File: src/rtl/gpio_edge_pkg.sv
package gpio_edge_pkg;

  localparam int ADDR_W = 5;

  typedef enum logic [2:0] {
    SEL_DIR  = 3'd0,
    SEL_OPEN = 3'd1,
    SEL_DATA = 3'd2,
    SEL_EVT  = 3'd3,
    SEL_MASK = 3'd4,
    SEL_SENSE = 3'd5,
    SEL_NONE = 3'd7
  } reg_sel_e;

  // Byte address to register select; addresses keep the word layout.
  function automatic reg_sel_e decode_addr(input logic [ADDR_W-1:0] addr);
    case (addr)
      5'h00:   return SEL_DIR;
      5'h04:   return SEL_OPEN;
      5'h08:   return SEL_DATA;
      5'h0C:   return SEL_EVT;
      5'h10:   return SEL_MASK;
      5'h14:   return SEL_SENSE;
      default: return SEL_NONE;
    endcase
  endfunction

endpackage

File: src/rtl/gpio_sync_edge.sv
module gpio_sync_edge #(
  parameter int N = 32
) (
  input  logic         clk,
  input  logic         rst_n,
  input  logic [N-1:0] raw,
  input  logic [N-1:0] falling_only,
  output logic [N-1:0] level,
  output logic [N-1:0] edge_hit
);

  logic [N-1:0] meta_q, sync_q, prev_q;
  logic [N-1:0] rise_w, fall_w;

  always_ff @(posedge clk or negedge rst_n) begin
    if (!rst_n) begin
      meta_q <= '0;
      sync_q <= '0;
      prev_q <= '0;
    end else begin
      meta_q <= raw;
      sync_q <= meta_q;
      prev_q <= sync_q;
    end
  end

  assign rise_w   = sync_q & ~prev_q;
  assign fall_w   = ~sync_q & prev_q;
  assign level    = sync_q;

  // Per-pin sense selection.
  genvar g;
  generate
    for (g = 0; g < N; g++) begin : g_sense
      assign edge_hit[g] = fall_w[g] | (~falling_only[g] & rise_w[g]);
    end
  endgenerate

  // a reported edge always coincides with a change of the synchronised level
  a_r6_edge_is_change: assert property (@(posedge clk) disable iff (!rst_n)
    (edge_hit & ~(level ^ $past(level))) == '0);

  // falling-only pins never report while the level is high
  a_r6_falling_only: assert property (@(posedge clk) disable iff (!rst_n)
    (edge_hit & falling_only & level) == '0);

endmodule

File: src/rtl/gpio_event_reg.sv
module gpio_event_reg #(
  parameter int N = 32
) (
  input  logic         clk,
  input  logic         rst_n,
  input  logic [N-1:0] edge_hit,
  input  logic [N-1:0] clr_bits,
  input  logic [N-1:0] mask,
  output logic [N-1:0] events,
  output logic         irq
);

  logic [N-1:0] evt_q;

  // Edge wins over a simultaneous clear.
  always_ff @(posedge clk or negedge rst_n) begin
    if (!rst_n) evt_q <= '0;
    else        evt_q <= (evt_q & ~clr_bits) | edge_hit;
  end

  assign events = evt_q;
  assign irq    = |(evt_q & mask);

  // a cleared bit with no competing edge is zero next cycle
  a_r4_clear: assert property (@(posedge clk) disable iff (!rst_n)
    1'b1 |=> (evt_q & $past(clr_bits & ~edge_hit)) == '0);

  // every edge leaves its flag set
  a_r7_edge_wins: assert property (@(posedge clk) disable iff (!rst_n)
    1'b1 |=> (evt_q & $past(edge_hit)) == $past(edge_hit));

  // a flag only rises after an edge
  a_r6_no_spurious: assert property (@(posedge clk) disable iff (!rst_n)
    1'b1 |=> (evt_q & ~$past(evt_q) & ~$past(edge_hit)) == '0);

  // interrupt needs a pending unmasked flag
  a_r5_irq_source: assert property (@(posedge clk) disable iff (!rst_n)
    irq |-> (mask != '0 && evt_q != '0));

endmodule

File: src/rtl/gpio_cfg_regs.sv
module gpio_cfg_regs
  import gpio_edge_pkg::*;
#(
  parameter int N = 32
) (
  input  logic              clk,
  input  logic              rst_n,
  input  logic [ADDR_W-1:0] addr,
  input  logic              we,
  input  logic [N-1:0]      wdata,
  input  logic [N-1:0]      level,
  input  logic [N-1:0]      events,
  output logic [N-1:0]      rdata,
  output logic [N-1:0]      clr_bits,
  output logic [N-1:0]      mask,
  output logic [N-1:0]      sense,
  output logic [N-1:0]      drv_val,
  output logic [N-1:0]      drv_en
);

  reg_sel_e     sel;
  logic [N-1:0] dir_q, open_q, dat_q, mask_q, sense_q;

  assign sel = decode_addr(addr);

  always_ff @(posedge clk or negedge rst_n) begin
    if (!rst_n) begin
      dir_q   <= '0;
      open_q  <= '0;
      dat_q   <= '0;
      mask_q  <= '0;
      sense_q <= '0;
    end else if (we) begin
      case (sel)
        SEL_DIR:   dir_q   <= wdata;
        SEL_OPEN:  open_q  <= wdata;
        SEL_DATA:  dat_q   <= wdata;
        SEL_MASK:  mask_q  <= wdata;
        SEL_SENSE: sense_q <= wdata;
        default:   ;
      endcase
    end
  end

  assign clr_bits = (we && sel == SEL_EVT) ? wdata : '0;

  always_comb begin
    case (sel)
      SEL_DIR:   rdata = dir_q;
      SEL_OPEN:  rdata = open_q;
      SEL_DATA:  rdata = (dat_q & dir_q) | (level & ~dir_q);
      SEL_EVT:   rdata = events;
      SEL_MASK:  rdata = mask_q;
      SEL_SENSE: rdata = sense_q;
      default:   rdata = '0;
    endcase
  end

  // Push-pull drives the latch; open-drain drives low or releases.
  genvar g;
  generate
    for (g = 0; g < N; g++) begin : g_drive
      assign drv_en[g]  = dir_q[g] & ~(open_q[g] & dat_q[g]);
      assign drv_val[g] = dat_q[g] & ~open_q[g];
    end
  endgenerate

  assign mask  = mask_q;
  assign sense = sense_q;

  // an input pin is never driven
  a_r3_input_released: assert property (@(posedge clk) disable iff (!rst_n)
    (drv_en & ~dir_q) == '0);

  // writes to unmapped addresses leave the configuration alone
  a_r2_unmapped_write: assert property (@(posedge clk) disable iff (!rst_n)
    (we && sel == SEL_NONE) |=> ($stable(dir_q) && $stable(dat_q) && $stable(mask_q)));

  // an open-drain pin that is enabled is driving low
  a_r9_open_low: assert property (@(posedge clk) disable iff (!rst_n)
    (drv_en & open_q & drv_val) == '0);

endmodule

File: src/rtl/gpio_edge_ctrl.sv
module gpio_edge_ctrl
  import gpio_edge_pkg::*;
#(
  parameter int NPINS = 32
) (
  input  logic              clk,
  input  logic              rst_n,
  input  logic [ADDR_W-1:0] bus_addr,
  input  logic              bus_we,
  input  logic [NPINS-1:0]  bus_wdata,
  output logic [NPINS-1:0]  bus_rdata,
  input  logic [NPINS-1:0]  pin_in,
  output logic [NPINS-1:0]  pin_out,
  output logic [NPINS-1:0]  pin_oe,
  output logic              irq
);

  localparam int TOP = NPINS - 1;

  // Register-order (pin n at bit TOP-n) views of the pin ports.
  logic [NPINS-1:0] in_reg, out_reg, oe_reg;
  logic [NPINS-1:0] level_w, edge_w, events_w, clr_w, mask_w, sense_w;

  genvar g;
  generate
    for (g = 0; g < NPINS; g++) begin : g_flip
      assign in_reg[TOP-g] = pin_in[g];
      assign pin_out[g]    = out_reg[TOP-g];
      assign pin_oe[g]     = oe_reg[TOP-g];
    end
  endgenerate

  gpio_sync_edge #(.N(NPINS)) u_sync (
    .clk          (clk),
    .rst_n        (rst_n),
    .raw          (in_reg),
    .falling_only (sense_w),
    .level        (level_w),
    .edge_hit     (edge_w)
  );

  gpio_event_reg #(.N(NPINS)) u_evt (
    .clk      (clk),
    .rst_n    (rst_n),
    .edge_hit (edge_w),
    .clr_bits (clr_w),
    .mask     (mask_w),
    .events   (events_w),
    .irq      (irq)
  );

  gpio_cfg_regs #(.N(NPINS)) u_cfg (
    .clk      (clk),
    .rst_n    (rst_n),
    .addr     (bus_addr),
    .we       (bus_we),
    .wdata    (bus_wdata),
    .level    (level_w),
    .events   (events_w),
    .rdata    (bus_rdata),
    .clr_bits (clr_w),
    .mask     (mask_w),
    .sense    (sense_w),
    .drv_val  (out_reg),
    .drv_en   (oe_reg)
  );

  // with the mask cleared no interrupt is raised
  a_r11_masked_quiet: assert property (@(posedge clk) disable iff (!rst_n)
    (mask_w == '0) |-> !irq);

endmodule

File: config.mk
export PLATFORM = sky130hd
export DESIGN_NAME = gpio_edge_ctrl
export DESIGN_NICKNAME = d
export VERILOG_FILES = /design/src/rtl/gpio_edge_pkg.sv /design/src/rtl/gpio_sync_edge.sv /design/src/rtl/gpio_event_reg.sv /design/src/rtl/gpio_cfg_regs.sv /design/src/rtl/gpio_edge_ctrl.sv
export SDC_FILE = /design/constraint.sdc
export NUM_CORES = 1
export LEC_CHECK = 0
export BUFFER_PORTS_ARGS = -buffer_cell sky130_fd_sc_hd__buf_4
export CELL_PAD_IN_SITES_DETAIL_PLACEMENT = 0
export CELL_PAD_IN_SITES_GLOBAL_PLACEMENT = 1
export CORE_MARGIN = 4
export CORE_UTILIZATION = 42
export DETAILED_ROUTE_END_ITERATION = 10
export GPL_ROUTABILITY_DRIVEN = 0
export HOLD_SLACK_MARGIN = 0.03
export PLACE_DENSITY = 0.78
export SYNTH_ARGS = -nofsm -noshare
export SYNTH_HDL_FRONTEND = slang
export SYNTH_SLANG_ARGS = --single-unit
File: constraint.sdc
create_clock -name clk -period 3 [get_ports clk]
set_input_delay 0.3 -clock clk [delete_from_list [all_inputs] [get_ports clk]]
set_output_delay 0.3 -clock clk [all_outputs]
set_load 0.1 [all_outputs]
==> Yosys cells after proc, flatten, opt, wreduce, memory -nomap -nowiden <==
Index checks and enable logic that the tools add are counted.
{ "totals": {"register_bits": 288, "input_bits": 72} }
{ "classes": {"eq_ne": 10, "mux": 3, "bitwise": 268, "n_reduce_logical": 9} }
{ "ops": {"columns": ["cell", "n"], "rows": [
  ["$and A32 B32 Y32", 6],
  ["$pmux W32 S6", 1],
  ["$and A1 B1 Y1", 128],
  ["$not A32 Y32", 4],
  ["$not A1 Y1", 96],
  ["$or A32 B32 Y32", 2],
  ["$mux W32", 1],
  ["$or A1 B1 Y1", 32],
  ["$reduce_or A32 Y1", 1],
  ["$pmux W3 S6", 1],
  ["$eq A5 B4 Y1 const B", 2],
  ["$eq A5 B5 Y1 const B", 2],
  ["$reduce_and A2 Y1", 5],
  ["$eq A3 B2 Y1 const B", 2],
  ["$eq A3 B3 Y1 const B", 2],
  ["$eq A5 B3 Y1 const B", 1],
  ["$logic_not A5 Y1", 1],
  ["$eq A3 B1 Y1 const B", 1],
  ["$logic_not A3 Y1", 1],
  ["$logic_and A1 B1 Y1", 1]
]} }

==> Logic depth before layout (Yosys ltp) <==
Gate-level depths: netlist (run 1).
{ "logic_depth": {"ltp_word": 8, "mapped_depth": 13, "depth_no_buf": 8} }

==> Hierarchy <==
From an unflattened synthesis (run 1), not the netlist that was laid out.
{ "unflattened": {"cells_unflattened": 955, "area_unflattened_um2": 12951.2} }
{ "modules_own_cells": {"columns": ["module", "instances", "cells_per_inst", "area_per_inst_um2", "seq_area_each_um2"], "rows": [
  ["gpio_cfg_regs", 1, 678, 8700.8, 4003.8],
  ["gpio_sync_edge", 1, 160, 2925.3, 2402.3],
  ["gpio_event_reg", 1, 117, 1325.0, 800.8]
]} }

==> Least setup slack after synthesis (run 1) <==
Ideal clock, no wire load.
{ "synth_timing": {"kind": "input-to-output", "start": "in bus_addr[4]", "end": "out bus_rdata[11]", "arrival_time_ns": 3.920, "slack_ns": -1.220, "cell_stages": 13, "path_buffers": 5, "path_cell_list": "or3_1 > buf_2 > clkbuf_1 > inv_1 > nand2_1 > ha_1 > nor2b_1 > buf_2 > and3_1 > clkbuf_1 > clkbuf_1 > nand2_1 > a31oi_1"} }
{ "synth_between": {"elab_chain_len": 4, "word_cells_on_any_way": 14} }
{ "synth_lines": {"columns": ["element", "line_no", "rtl"], "rows": [
  ["from (decl)", "gpio_edge_ctrl.sv:8", "input logic [ADDR_W-1:0] bus_addr,"],
  ["$eq A5 B5 Y1 (tied with other cells)", "gpio_edge_pkg.sv:17", "case (addr)"],
  ["$pmux W3 S6 *", "gpio_edge_pkg.sv:17", null],
  ["$eq A3 B3 Y1 (tied with other cells)", "gpio_cfg_regs.sv:48", "case (sel)"],
  ["$pmux W32 S6 *", "gpio_cfg_regs.sv:48", null],
  ["to (decl)", "gpio_edge_ctrl.sv:11", "output logic [NPINS-1:0] bus_rdata,"]
]} }
Every way passes the cells marked *; elsewhere a longest branch is shown, timed or not.

==> Worst setup path in the final report (run 1) <==
{ "layout_timing": {"start": "in bus_addr[0]", "end": "out bus_rdata[23]"} }
The elaborated chain is that of the path after synthesis.

==> results.sh, run 1 <==
export IMPL_outcome="completed"
export IMPL_cp_slowest_cell="or3_1"
export IMPL_p_leak_nw=7.25
export IMPL_numCtsBuffers=34
export IMPL_tightest_slew_ps=772
export IMPL_path_class="in2out"
export IMPL_hold_class="in2reg"
export IMPL_rsz0062_at_grt="no"
export IMPL_slew_viol_final=0
export IMPL_start_kind="primary input"
export IMPL_io_buffer_count=168
export IMPL_setup_viol=0
export IMPL_stdcell_count=1599
export IMPL_synth_warnings=0
export IMPL_maxCapViolCount=0
export IMPL_post_place_cells=1506
export IMPL_synth_sequential_area_ratio_pct=58.6
export IMPL_drive_gt1_share_pct=37.7
export IMPL_clock_sinks=288
export IMPL_synthTopCellsByCount="dfrtp_1 (288), mux2_2 (125), nand2_1 (72)"
export IMPL_wl_mm=33.5
export IMPL_synth_nets=1040
export IMPL_end_kind="primary output"
export IMPL_fill_cells=2395
export IMPL_vias=8789
export IMPL_globalRouteOverflowTotal=0
export IMPL_fmax_ghz=0.349
export IMPL_ys_types=41
export IMPL_synth_edf_count=0
export IMPL_die_w_um=179
export IMPL_r2r_slack_ps=2070
export IMPL_grt_use_total_pct=21.0
export IMPL_ys_ff_latch=288
export IMPL_ys_top_cells_by_area="dfrtp_1 (59%), mux2_2 (11%), mux2_4 (3.7%)"
export IMPL_drc=0
export IMPL_power_density_nw_per_um2=694
export IMPL_firstDrtPassIters=5
export IMPL_clk_latency_ps=500
export IMPL_slew_headroom_pct=48.5
export IMPL_final_nets=1264
export IMPL_max_vdd_ir_drop_v=0.000497
export IMPL_timing_critical_path_mode_cell="buf_4"
export IMPL_synth_top_area_cell="dfrtp_1"
export IMPL_path_max_fanout=25
export IMPL_layout_min_cycle_time_ps=2860
export IMPL_rows=62
export IMPL_grt_pass1_wl_mm=52.4
export IMPL_drtAntennaViolNets=0
export IMPL_core_area_sq_um=28800
export IMPL_crit_chain="buf_4, or3_1, inv_2, nand2_1, ha_2, nor2b_1, nor4b_4, buf_12, a222oi_1, a21oi_4, buf_4"
export IMPL_grt_pass1_vias=9224
export IMPL_synthArstFlopShare_pct=100
export IMPL_clockRootBuffer="clkbuf_16"
export IMPL_cts_clk_slew_worst_paths_ps=60
export IMPL_htreeDepth=2
export IMPL_pre_cts_ws_ps=77.8
export IMPL_crit_required_ps=2700
export IMPL_grt_max_degree=96
export IMPL_ios=169
export IMPL_drtIter0Drc=672
export IMPL_hold_viol=0
export IMPL_grt_antenna_before_repair=0
export IMPL_synthFlopType="dfrtp_1"
export IMPL_tritoncts="yes"
export IMPL_start_util_pct=42.7
export IMPL_syn_inst=967
export IMPL_netlist_area_sq_um=12300
export IMPL_worst_path_dominant_cell_family="simple AND/OR/NAND/NOR gates"
export IMPL_clockBufferDepth=3
export IMPL_die_y_um=179
export IMPL_finClkSkew_ps=9.65
export IMPL_layout_setup_ws_ps=137
export IMPL_slowest_delay_ps=400
export IMPL_area_delta_synth_final_pct=31.6
export IMPL_avgRoutedWirePerCell_um=21.0
export IMPL_cp_num_buf_inv=4
export IMPL_die_area_sq_um=32100
export IMPL_syn_avg_cell_area_sq_um=12.7
export IMPL_min_period_over_period_pct=95.4
export IMPL_viasPerCell=5.50
export IMPL_yosysTopAreaCellShare_pct=58.6
export IMPL_arrival_ps=2560
export IMPL_final_util_pct=56.2
export IMPL_dp_hpwl_mm=22.1
export IMPL_num_antenna_cells=0
export IMPL_yosysMostFrequentCell="dfrtp_1"
==> power by group <==
part           total [mW]  internal [mW]  leakage [nW]  switching (mW)
Sequential           4.56           4.23          3.52           0.329
Clock                4.10           2.52         0.549            1.58
Combinational        2.56          0.797          3.19            1.77
Total                11.2           7.54          7.25            3.68
==> flip-flops by register name, summed over array words and instances, names as in the netlist <==
signal / cells
u_cfg.dat_q: 32
u_cfg.dir_q: 32
u_cfg.mask: 32
u_cfg.open_q: 32
u_cfg.sense: 32
u_evt.events: 32
u_sync.level: 32
u_sync.meta_q: 32
u_sync.prev_q: 32
==> worst reg2reg max path, stage by stage (launching register included) <==
cell	delay, ps
dfrtp_1	410
inv_1	90
nor3_1	60
a221o_1	260
==> area by class of cell <==
class,count,area [sq um],area share (%)
clock buffer,51,1020,6.28
clock inverter,9,110,0.681
inverter,43,161,0.998
multi-input combinational,587,5130,31.7
sequential,288,7210,44.5
tap,384,480,2.97
timing repair buffer,237,2080,12.8
==> layer usage <==
layer	part of all wire, %	wire, um	vias up	GRT usage (%)
li1	-	-	4008	-
met1	45	15200	4487	29.1
met2	48	16100	247	34.6
met3	5.0	1680	47	3.63
met4	1.8	595	0	5.12
met5	0	0	-	0
==> final timing paths <==
path                                              from                     endpoint  cells after the start
max                                        bus_addr[0]                bus_rdata[23]                     11
min                                      bus_wdata[20]   u_cfg.mask[20]$_DFFE_PN0P_                      2
max reg2reg                 u_sync.level[30]$_DFF_PN0_   u_evt.events[30]$_DFF_PN0_                      3
min reg2reg                u_sync.meta_q[14]$_DFF_PN0_   u_sync.level[14]$_DFF_PN0_                      0
max in group asynchronous                        rst_n   u_cfg.dat_q[0]$_DFFE_PN0P_                      3
min in group asynchronous                        rst_n  u_sync.meta_q[25]$_DFF_PN0_                      2
==> cells in the final DEF (no fill, tap or decap), types with 2 or more instances in the layout <==
master	n
a21boi_0	32
a21oi_1	16
a21oi_4	22
a221o_1	32
a222oi_1	24
a22oi_1	38
a31oi_4	10
buf_12	10
buf_4	171
buf_6	22
bufinv_16	2
clkbuf_1	8
clkbuf_16	35
clkbuf_8	8
clkinv_2	3
clkinvlp_4	2
dfrtp_1	288
dlygate4sd3_1	33
inv_1	42
mux2_1	5
mux2_2	125
mux2_4	30
mux2i_1	22
nand2_1	68
nand2_2	5
nand2b_1	2
nand4_1	4
nor2_1	13
nor2_2	2
nor2b_1	31
nor3_1	42
nor3b_1	8
o21ai_0	23
o21ai_1	9
o22a_1	8
o31ai_1	2
or3_1	2
==> timing repair <==
action / 4_1_cts / 5_1_grt
endpoints found under the hold margin: 120 / 0
resized for setup: 0 / 23
hold buffers: 33 / 0
endpoints found under the setup margin: 0 / 26
setup buffers: 0 / 0
==> per-stage QoR <==
stage	setup TNS (ps)	instance area [sq um]	total power, mW	hold WS, ps
2_1_floorplan	-1860	12800	6.45	4.41
3_3_place_gp	0	14600	7.12	332
3_5_place_dp	0	14600	7.16	336
4_1_cts	0	16100	11.3	46.2
5_1_grt	0	16200	11.6	68.2
6_report	0	16200	11.2	68.1
==> cell families (layout without fill, tap and decap cells) <==
kind of cell / after synthesis / after routing / synth area share, %
mux: 182 / 182 / 17.4
simple gates: 185 / 185 / 7.51
buf+inv: 92 / 340 / 3.18
flops: 288 / 288 / 58.6
fa+ha+maj: 1 / 1 / 0.102
compound gates: 219 / 219 / 13.2
No activity file was read; power rests on OpenSTA's default activity.
==> run 2, diff against run 1 <==
Settings changed: CELL_PAD_IN_SITES_DETAIL_PLACEMENT 0 to 1.
==> results.sh, run 2 (synthesized netlist as in run 1, its figures left out) <==
export IMPL_worst_path_dominant_cell_family="simple AND/OR/NAND/NOR gates"
export IMPL_layout_min_cycle_time_ps=2890
export IMPL_outcome="completed"
export IMPL_cts_clk_slew_worst_paths_ps=50
export IMPL_ios=169
export IMPL_tightest_slew_ps=770
export IMPL_tritoncts="yes"
export IMPL_grt_max_degree=96
export IMPL_numCtsBuffers=34
export IMPL_final_cell_mix="dfrtp_1 (288), buf_4 (174), mux2_2 (125)"
export IMPL_intPower_mw=7.39
export IMPL_power_share_clock_pct=35.7
export IMPL_core_area_sq_um=28800
export IMPL_rows=62
export IMPL_timing_critical_path_mode_cell="buf_4"
export IMPL_p_comb_share_pct=23.3
export IMPL_hold_slack_ps=57.5
export IMPL_die_area_sq_um=32100
export IMPL_slew_headroom_pct=48.7
export IMPL_cts_setup_buffers=0
export IMPL_p_leak_nw=7.22
export IMPL_power_density_nw_per_um2=693
export IMPL_cp_num_buf_inv=3
export IMPL_die_y_um=179
export IMPL_avgRoutedWirePerCell_um=23.6
export IMPL_crit_chain="buf_4, or3_1, inv_2, nand2_1, ha_2, nand2b_1, or2_2, o22a_1, a31oi_4, buf_4"
export IMPL_dp_hpwl_mm=24.9
export IMPL_layout_commonest_cell="dfrtp_1"
export IMPL_slowest_delay_ps=420
export IMPL_clk_latency_ps=520
export IMPL_arrival_ps=2590
export IMPL_globalRouteOverflowTotal=0
export IMPL_seqPwrFrac_pct=41.1
export IMPL_grt_pass1_vias=10054
export IMPL_area_delta_synth_final_pct=31.0
export IMPL_wl_mm=37.7
export IMPL_path_class="in2out"
export IMPL_min_period_over_period_pct=96.2
export IMPL_hold_viol=0
export IMPL_grt_antenna_before_repair=0
export IMPL_hold_class="in2reg"
export IMPL_fin_setup_tns_ps=0
export IMPL_final_nets=1264
export IMPL_drtAntennaViolNets=0
export IMPL_io_buffer_count=168
export IMPL_clock_sinks=288
export IMPL_end_kind="primary output"
export IMPL_htreeDepth=2
export IMPL_rsz0062_at_grt="no"
export IMPL_final_util_pct=55.9
export IMPL_finClkSkew_ps=17.7
export IMPL_clockRootBuffer="clkbuf_16"
export IMPL_crit_required_ps=2700
export IMPL_setup_viol=0
export IMPL_start_util_pct=42.7
export IMPL_p_switching_mw=3.76
export IMPL_grt_use_total_pct=23.6
export IMPL_path_max_fanout=8
export IMPL_clockBufferDepth=3
export IMPL_die_w_um=179
export IMPL_num_antenna_cells=0
export IMPL_viasPerCell=5.69
export IMPL_cp_slowest_cell="or2_2"
export IMPL_grt_pass1_wl_mm=58.7
export IMPL_fmax_ghz=0.346
export IMPL_postPlaceCellArea_sq_um=14600
export IMPL_drc=0
export IMPL_switching_share_pct=33.7
export IMPL_slew_viol_final=0
export IMPL_drive_gt1_share_pct=37.5
export IMPL_firstDrtPassIters=7
export IMPL_start_kind="primary input"
export IMPL_fin_area_sq_um=16100
export IMPL_drtIter0Drc=655
export IMPL_maxCapViolCount=0
export IMPL_vias=9079
export IMPL_max_vdd_ir_drop_v=0.000432
[run 2: stage by stage]
stage | setup slack [ps] | total power [mW] | cells
CTS | 64.4 | 11.2 | 1596
finish | 114 | 11.2 | 1596
global placement | 90.0 | 7.12 | 1506
detailed placement | -37.7 | 7.20 | 1506
floorplan | -90.3 | 6.45 | 967
global route | 24.2 | 11.6 | 1596
[run 2: worst paths after layout]
check,slack [ps],from,endpoint,cells past startpoint
hold / removal,60,bus_wdata[7],u_cfg.mask[7]$_DFFE_PN0P_,2
min in group asynchronous,420,rst_n,u_cfg.sense[29]$_DFFE_PN0P_,2
setup / recovery,110,bus_addr[0],bus_rdata[18],10
hold reg to reg,350,u_sync.meta_q[18]$_DFF_PN0_,u_sync.level[18]$_DFF_PN0_,0
max in group asynchronous,1780,rst_n,u_cfg.open_q[19]$_DFFE_PN0P_,3
setup reg to reg,2030,u_sync.level[17]$_DFF_PN0_,u_evt.events[17]$_DFF_PN0_,3
[run 2: timing repair]
item                                    in CTS  in global routing
endpoints found under the hold margin      120                  0
endpoints found under the setup margin       1                 20
gates resized for setup                      1                 21
hold buffers                                33                  0
[run 2: final cells by class]
class,instances,area (sq um)
Timing Repair Buffer,237,2070
Clock inverter,9,114
Inverter,43,161
Clock buffer,48,943
Fill cell,2858,12700
Multi-Input combinational cell,587,5130
Sequential cell,288,7210
Tap cell,384,480
[run 2: worst reg2reg max path, cell delays in order (launching register included)]
cell and delay [ps]:
dfrtp_1 390, inv_1 110, nor3_1 80, a221o_1 270
[run 2: metal layers]
metal | GRT usage, % | share of wire (%)
met5 | 0 | 0
met1 | 31.7 | 43
met4 | 6.56 | 2.4
met2 | 40.4 | 50
met3 | 3.10 | 4.4
[run 2: power groups by stage]
stage / logic [mW] / clock network, mW / registers, mW
6_report: 2.60 / 3.98 / 4.58
4_1_cts: 2.61 / 4.06 / 4.57
3_3_place_gp: 2.52 / 0 / 4.60
5_1_grt: 2.72 / 4.22 / 4.63
2_1_floorplan: 1.94 / 0 / 4.52
3_5_place_dp: 2.56 / 0 / 4.63
